[src/rtl/ocp_pkg.sv]
// Package: ocp_pkg
// Shared types for the overcurrent fault timer.
package ocp_pkg;
    // Which path caused the most recent trip
    typedef enum logic [1:0] {
        TRIP_NONE     = 2'd0,
        TRIP_FILTERED = 2'd1,
        TRIP_QUICK    = 2'd2
    } trip_src_t;
endpackage

[src/rtl/ocp_glitch_filter.sv]
// Module: ocp_glitch_filter
// Counts consecutive high samples of the breaker comparator and raises
// a trip once FILT_CYCLES of them have been seen. Any low sample, or a
// clear, restarts the count. Assumes cb_in is already synchronous.
module ocp_glitch_filter #(
    parameter int FILT_CYCLES = 5000
) (
    input  logic clk,
    input  logic rst_n,
    input  logic cb_in,
    input  logic clr_n,
    output logic cb_trip
);
    localparam int CW = (FILT_CYCLES > 2) ? $clog2(FILT_CYCLES) : 1;
    localparam logic [CW-1:0] LAST = CW'(FILT_CYCLES - 1);

    logic [CW-1:0] run_q;

    // Trip on the sample that completes the window
    assign cb_trip = cb_in && clr_n && (run_q == LAST);

    // Count consecutive highs, saturating at the window end
    always_ff @(posedge clk) begin
        if (!rst_n || !cb_in || !clr_n) begin
            run_q <= '0;
        end else if (run_q != LAST) begin
            run_q <= run_q + 1'b1;
        end
    end
endmodule

[src/rtl/ocp_cooldown.sv]
// Module: ocp_cooldown
// Retry cool-down timer. It runs while a fault is held in retry mode,
// restarts from zero on every new trip, and flags expiry on the
// COOL_CYCLES-th edge after the latest trip.
module ocp_cooldown #(
    parameter int COOL_CYCLES = 675_000_000
) (
    input  logic clk,
    input  logic rst_n,
    input  logic run,
    input  logic retrig,
    output logic expire
);
    localparam int CW = (COOL_CYCLES > 2) ? $clog2(COOL_CYCLES) : 1;
    localparam logic [CW-1:0] LAST = CW'(COOL_CYCLES - 1);

    logic [CW-1:0] cnt_q;

    // Expiry only when running and no trip lands in the same cycle
    assign expire = run && !retrig && (cnt_q == LAST);

    // Advance while running; zero on trip, on stop and on expiry
    always_ff @(posedge clk) begin
        if (!rst_n || !run || retrig || expire) begin
            cnt_q <= '0;
        end else begin
            cnt_q <= cnt_q + 1'b1;
        end
    end
endmodule

[src/rtl/ocp_fault_latch.sv]
// Module: ocp_fault_latch
// Holds the fault state, the source of the latest trip and the restart
// pulse. Clear has priority over a trip, and a trip has priority over
// expiry of the cool-down.
module ocp_fault_latch
    import ocp_pkg::*;
(
    input  logic      clk,
    input  logic      rst_n,
    input  logic      cb_trip,
    input  logic      qt_in,
    input  logic      clr_n,
    input  logic      expire,
    output logic      fault,
    output logic      restart_req,
    output trip_src_t src
);
    logic trip;

    assign trip = cb_trip || qt_in;

    // Fault state: set by either trip, cleared by clear or cool-down expiry
    always_ff @(posedge clk) begin
        if (!rst_n || !clr_n) begin
            fault <= 1'b0;
        end else if (trip) begin
            fault <= 1'b1;
        end else if (expire) begin
            fault <= 1'b0;
        end
    end

    // Record the trip source, quick path first
    always_ff @(posedge clk) begin
        if (!rst_n || !clr_n) begin
            src <= TRIP_NONE;
        end else if (qt_in) begin
            src <= TRIP_QUICK;
        end else if (cb_trip) begin
            src <= TRIP_FILTERED;
        end
    end

    // One-cycle restart request on release by the timer
    always_ff @(posedge clk) begin
        if (!rst_n) begin
            restart_req <= 1'b0;
        end else begin
            restart_req <= clr_n && expire && !trip;
        end
    end
endmodule

[src/rtl/ocp_fault_timer.sv]
// Module: ocp_fault_timer
// Overcurrent fault timer top. It combines a filtered breaker trip and
// an unfiltered quick trip into one fault latch, with either latch-off
// or timed-retry recovery. The kill output is combinational on the
// quick-trip and clear inputs so that both act without a clock edge.
// Assumes all inputs are synchronous to clk.
module ocp_fault_timer
    import ocp_pkg::*;
#(
    parameter int FILT_CYCLES = 5000,
    parameter int COOL_CYCLES = 675_000_000
) (
    input  logic clk,
    input  logic rst_n,
    input  logic cb_in,
    input  logic qt_in,
    input  logic mode_retry,
    input  logic clr_n,
    output logic gate_kill,
    output logic fault_n,
    output logic restart_req,
    output logic trip_quick
);
    logic      cb_trip;
    logic      expire;
    logic      fault;
    trip_src_t src;

    ocp_glitch_filter #(.FILT_CYCLES(FILT_CYCLES)) u_filter (
        .clk     (clk),
        .rst_n   (rst_n),
        .cb_in   (cb_in),
        .clr_n   (clr_n),
        .cb_trip (cb_trip)
    );

    ocp_cooldown #(.COOL_CYCLES(COOL_CYCLES)) u_cool (
        .clk    (clk),
        .rst_n  (rst_n),
        .run    (fault && mode_retry && clr_n),
        .retrig (cb_trip || qt_in),
        .expire (expire)
    );

    ocp_fault_latch u_latch (
        .clk         (clk),
        .rst_n       (rst_n),
        .cb_trip     (cb_trip),
        .qt_in       (qt_in),
        .clr_n       (clr_n),
        .expire      (expire),
        .fault       (fault),
        .restart_req (restart_req),
        .src         (src)
    );

    // Immediate kill paths plus the held fault
    assign gate_kill  = fault || qt_in || !clr_n;
    assign fault_n    = !fault;
    assign trip_quick = (src == TRIP_QUICK);
endmodule

[config.mk]
export PLATFORM = sky130hd
export DESIGN_NAME = ocp_fault_timer
export DESIGN_NICKNAME = d
export VERILOG_FILES = /design/src/rtl/ocp_pkg.sv /design/src/rtl/ocp_glitch_filter.sv /design/src/rtl/ocp_cooldown.sv /design/src/rtl/ocp_fault_latch.sv /design/src/rtl/ocp_fault_timer.sv
export SDC_FILE = /design/constraint.sdc
export NUM_CORES = 1
export LEC_CHECK = 0
export BUFFER_PORTS_ARGS = -buffer_cell sky130_fd_sc_hd__buf_2
export CAP_MARGIN = 15
export CORE_UTILIZATION = 45
export CTS_BUF_LIST = sky130_fd_sc_hd__clkbuf_2
export CTS_CLUSTER_DIAMETER = 200
export DETAILED_ROUTE_END_ITERATION = 16
export PLACE_DENSITY_LB_ADDON = 0.25
export SLEW_MARGIN = 10
export SYNTH_ARGS = -nofsm -noshare
export SYNTH_HDL_FRONTEND = slang
export SYNTH_HIERARCHICAL = 1
export SYNTH_SLANG_ARGS = --single-unit
export TNS_END_PERCENT = 1
[constraint.sdc]
create_clock -name clk -period 2.55 [get_ports clk]
set_input_delay 0.3825 -clock clk [delete_from_list [all_inputs] [get_ports clk]]
set_output_delay 0.3825 -clock clk [all_outputs]
set_load 0.01 [all_outputs]
# [Word-level counts from Yosys, hierarchy flattened]
# Index checks and enable logic that the tools add are counted.
[word_totals] ram_bits=0 mem_count=0 wordCells=42 latch_bits=0 out_inout_bits=4 input_bits=6 reg_bits=47 mem_bits_ro=0
[classes] n_lt_le_gt_ge=0 shifts=0 n_reduce_logical=26 add_sub_neg=2 bitwise_logic=0 n_div=0 n_eq_ne=4 mul=0 muxes=4
[ops] cell="$add A30 B1 Y30 const B" n=1
[ops] cell="$eq A30 B30 Y1 const B" n=1
[ops] cell="$add A13 B1 Y13 const B" n=1
[ops] cell="$eq A13 B13 Y1 const B" n=1
[ops] cell="$ne A13 B13 Y1 const B" n=1
[ops] cell="$logic_or A1 B1 Y1" n=9
[ops] cell="$logic_and A1 B1 Y1" n=8
[ops] cell="$logic_not A1 Y1" n=6
[ops] cell="$mux W2" n=2
[ops] cell="$reduce_bool A2 Y1" n=2
[ops] cell="$eq A2 B2 Y1 const B" n=1
[ops] cell="$mux W1" n=2
[ops] cell="$reduce_or A2 Y1" n=1

# [Logic depth before layout (Yosys ltp)]
[logic_depth] depth_word=8 mapped_depth=11 depth_no_buf=10

# [Modules after synthesis]
# Netlist, hierarchy kept.
[by_module_without_submodules] mod="ocp_cooldown" seq_area_each_um2=600.6 area_each_um2=1468.9 cells_per_inst=172 instances=1
[by_module_without_submodules] mod="ocp_glitch_filter" seq_area_each_um2=260.2 area_each_um2=625.6 cells_per_inst=71 instances=1
[by_module_without_submodules] mod="ocp_fault_latch" seq_area_each_um2=80.1 area_each_um2=140.1 cells_per_inst=14 instances=1
[by_module_without_submodules] mod="ocp_fault_timer" seq_area_each_um2=0.0 area_each_um2=32.5 cells_per_inst=5 instances=1

# [Worst setup path after synthesis]
# Ideal clock, no wire load.
[synth_path] path_kind="register to register" startpoint="register u_filter.run_q[0]" endpoint="register u_cool.cnt_q[10]" stages_incl_launch_ff=12 synth_period_minus_slack_ns=2.613 arrival_time_ns=2.496 slack_ns=-0.063 path_buffers=2 setup_time_ns=0.117 required_time_ns=2.433 path_cell_list="dfxtp_1 > ha_1 > nand2_1 > nor4_4 > and3_1 > or2_2 > nand4b_1 > or4_1 > o21bai_1 > clkbuf_8 > buf_2 > nor2_1"
[synth_between] elab_chain_len=7 word_cells_on_any_way=8 classes_between="1 x eq/ne; 7 x reduce/logical"
[synth_lines] element="start: declaration" line="ocp_glitch_filter.sv:17" text="logic [CW-1:0] run_q;"
[synth_lines] element="start signal: assignment" line="ocp_glitch_filter.sv:27" text="run_q <= run_q + 1'b1;"
[synth_lines] element="$eq A13 B13 Y1 (*)" line="ocp_glitch_filter.sv:20" text="assign cb_trip = cb_in && clr_n && (run_q == LAST);"
[synth_lines] element="$logic_and A1 B1 Y1 (*)" line="ocp_glitch_filter.sv:20"
[synth_lines] element="net cb_trip" line="ocp_fault_timer.sv:24" text="logic cb_trip;"
[synth_lines] element="$logic_or A1 B1 Y1 (*)" line="ocp_fault_timer.sv:41" text=".retrig (cb_trip || qt_in),"
[synth_lines] element="$logic_not A1 Y1" line="ocp_cooldown.sv:20" text="assign expire = run && !retrig && (cnt_q == LAST);"
[synth_lines] element="$logic_and A1 B1 Y1 (2 in a row)" line="ocp_cooldown.sv:20"
[synth_lines] element="$logic_or A1 B1 Y1 (*)" line="ocp_cooldown.sv:24" text="if (!rst_n || !run || retrig || expire) begin"
[synth_lines] element="end signal: assignment" line="ocp_cooldown.sv:27" text="cnt_q <= cnt_q + 1'b1;"
[synth_lines] element="end: declaration" line="ocp_cooldown.sv:17" text="logic [CW-1:0] cnt_q;"
# Mark *: on every way through the listed nets, which the timed path passes. The rest lies on a longest branch.
# A chain may end at the register's enable or synchronous reset.

# [Worst setup path after layout]
[layout_path] startpoint="register u_filter.run_q[0]" endpoint="register u_cool.cnt_q[4]"
# Same word-level chain as after synthesis.

==> results.yml <==
setup_path:
  crit_path_top_delay_cell: "or4_4"
  path_max_fanout: 7
  startpoint_type: "register"
  endpoint_kind: "register"
  cp.required_ps: 2880
  crit_chain: "ha_4 -> nand2_4 -> nor4_4 -> and3_4 -> or2_2 -> nand4b_1 -> or4_4 -> o21bai_4 -> clkbuf_16 -> nor2_1"
  critical_path_class: "reg -> reg"
  worstPathArrival_ps: 2780
  cp_slowest_stage_delay_ps: 470
power_and_ir_drop:
  switchingPower_uw: 253
  swShare: 0.217
  p_int_uw: 913
  peakVddDrop_mv: 0.335
  clockPowerShare: 0.341
  p_per_area_nw_per_um2: 449
  power.share.sequential: 0.636
  share_comb_of_total_power: 0.023
  p_leak_uw: 0.000794
logic_synthesis:
  ys_seq_elements: 47
  syn_nets: 270
  synth-edff-count: 0
  avgSynthCellArea_um2: 8.65
  synth_cell_type_count: 45
  async_flop_share: 0
  synth_top_area_share: 0.415
  syn-cell-area_um2: 2270
  synth_cells: 262
  yosysSeqAreaShare: 0.415
  yosysWarningCount: 6
  synth_largest_area_cell: "dfxtp_1"
  synth_common_cells: "dfxtp_1, a21oi_1, nor2_1"
  ys.flop_type: "dfxtp_1"
  yosysMostFrequentCell: "dfxtp_1"
  synth_area_leaders: "dfxtp_1, a21oi_1, or4_1"
clock_network:
  path_clk_slew_ps: 230
  clock_sinks: 47
  cts_root_buf: "clkbuf_2"
  cts_buffers: 5
  clock_latency_ps: 410
  post_cts_buffers: 0
  cts_htree_levels: 2
  cts_hold_buf: 0
  clk_path_buf_depth: 2
  cts_tree: "built"
placement:
  routabilityCongestion: 0.811
  dp_hpwl_um: 3270
  placed_area_um2: 2430
  io_buffers: 9
sta:
  timing.slew.headroom: 0.626
  post-route-min-period_ps: 2450
  max_clock_freq_ghz: 0.408
  fin_crit_sh: 0.961
  hold_violations: 0
  fin_tns_setup_ps: 0
  setup-violations-final: 0
  drv_slew: 0
  tightest_slew_ps: 561
  fin_skew_ps: 19.0
hold_path:
  hold_path_class: "in -> reg"
layout:
  fin_area_um2: 2600
  layout.nets: 291
  antennaDiodeCount: 0
  area_growth_pct: 14.6
  drive_gt1_frac: 0.169
floorplan:
  die_x_um: 73.0
  die_h_um: 73.0
  io_pins: 10
  num_rows: 25
  start_util: 0.474
  design.core.area_um2: 4790
  die_area_um2: 5330
grt:
  grt_pass1_vias: 1838
  grt_use_total: 0.199
  grt_overflow: 0
  grt_max_degree: 30
  antenna_found_initial: 0
  grt_pass1_wl_um: 8240
drt:
  wl_per_cell_um: 13.8
  avgViaCountPerCell: 5.60
  wl_um: 4850
  initialDrtViolationCount: 131
  dr.pass1.iters: 4
  vias: 1964
  ant_nets: 0
  drc_errors: 0
status:
  outcome: "complete, no violations"
run:
  maxCapViolCount: 0
==> registers in the layout, indices dropped and copies added, names as in the netlist <==
register,flops
u_cool/cnt_q,30
u_filter/run_q,13
u_latch/src,2
u_latch/fault,1
u_latch/restart_req,1
==> path summary, 6_finish.rpt <==
check | startpoint | endpoint | cells past startpoint | slack (ps)
worst max-delay path | u_filter/run_q[0]$_SDFFE_PP0P_ | u_cool/cnt_q[4]$_SDFF_PP0_ | 10 | 100
worst min-delay path | qt_in | u_latch/restart_req$_SDFF_PN0_ | 2 | 170
worst max register to register | u_filter/run_q[0]$_SDFFE_PP0P_ | u_cool/cnt_q[4]$_SDFF_PP0_ | 10 | 100
worst min register to register | u_cool/cnt_q[0]$_SDFF_PP0_ | u_cool/cnt_q[0]$_SDFF_PP0_ | 1 | 470
==> logic make-up (layout without fill, tap and decap cells) <==
family / Yosys count / count (layout) / synth area share
AOI/OAI and AO/OA: 53 / 53 / 0.132
buffers and inverters: 15 / 37 / 0.0359
and+or+nand+nor: 130 / 130 / 0.347
adders and majority gates: 2 / 2 / 0.0110
xor gates and xnor gates: 13 / 13 / 0.0502
DFF: 47 / 47 / 0.415
muxes: 2 / 2 / 0.00883
==> power groups by stage <==
stage	Combinational (uW)	Sequential [uW]	Clock (uW)
4_1_cts	25.5	741	420
3_3_place_gp	25.7	754	0
2_1_floorplan	12.8	754	0
3_5_place_dp	25.5	755	0
6_report	27.3	741	397
5_1_grt	30.7	743	447
==> metal layers <==
metal	wire [um]	track usage
met1	2490	0.270
met2	2200	0.311
met3	121	0.0428
met4	27	0.0697
met5	0	0
==> cell type report <==
| type | instances | area, um^2 |
|---|---|---|
| timing repair buffer | 22 | 194 |
| multi-input combinational | 200 | 1280 |
| clock buffer | 5 | 25.0 |
| inverter | 7 | 26.3 |
| tap | 67 | 83.8 |
| clock inverter | 3 | 38.8 |
| fill | 463 | 2190 |
| sequential | 47 | 945 |
==> stage by stage <==
step                hold WS [ps]  setup WS [ps]   util  power, uW  std cells
floorplan                    417          -7.52      -        767        262
detailed placement           445           25.0  0.508        780        340
global route                 118          -19.7  0.543       1220        351
finish                       168           99.0  0.543       1170        351
CTS                          136           24.6  0.522       1190        348
global placement             434            138  0.508        780        340
==> placed cells by master (no fill, tap or decap), types with 5 or more instances in the layout <==
cell,instances
dfxtp_1,44
a21oi_1,26
nor2_1,23
nand2_1,16
nand4_1,15
or4_1,14
o21ai_0,14
nand3_1,13
or3_1,13
o31ai_1,10
buf_2,9
buf_4,9
inv_1,7
xnor2_1,7
xor2_1,6
clkbuf_2,5
==> critical path, delay by kind of cell, from the launching register on <==
kind            cells  cell delay, ps
compound gates      1             310
fa+ha+maj           1             180
buf+inv             1             220
flops               1             390
simple gates        7            1280
==> timing repair <==
item / in CTS / in global routing
gates cloned: 0 / 3
endpoints found under the setup margin: 14 / 31
pin swaps: 0 / 2
resized for setup: 1 / 9
Power figures use the tool's default switching activity.
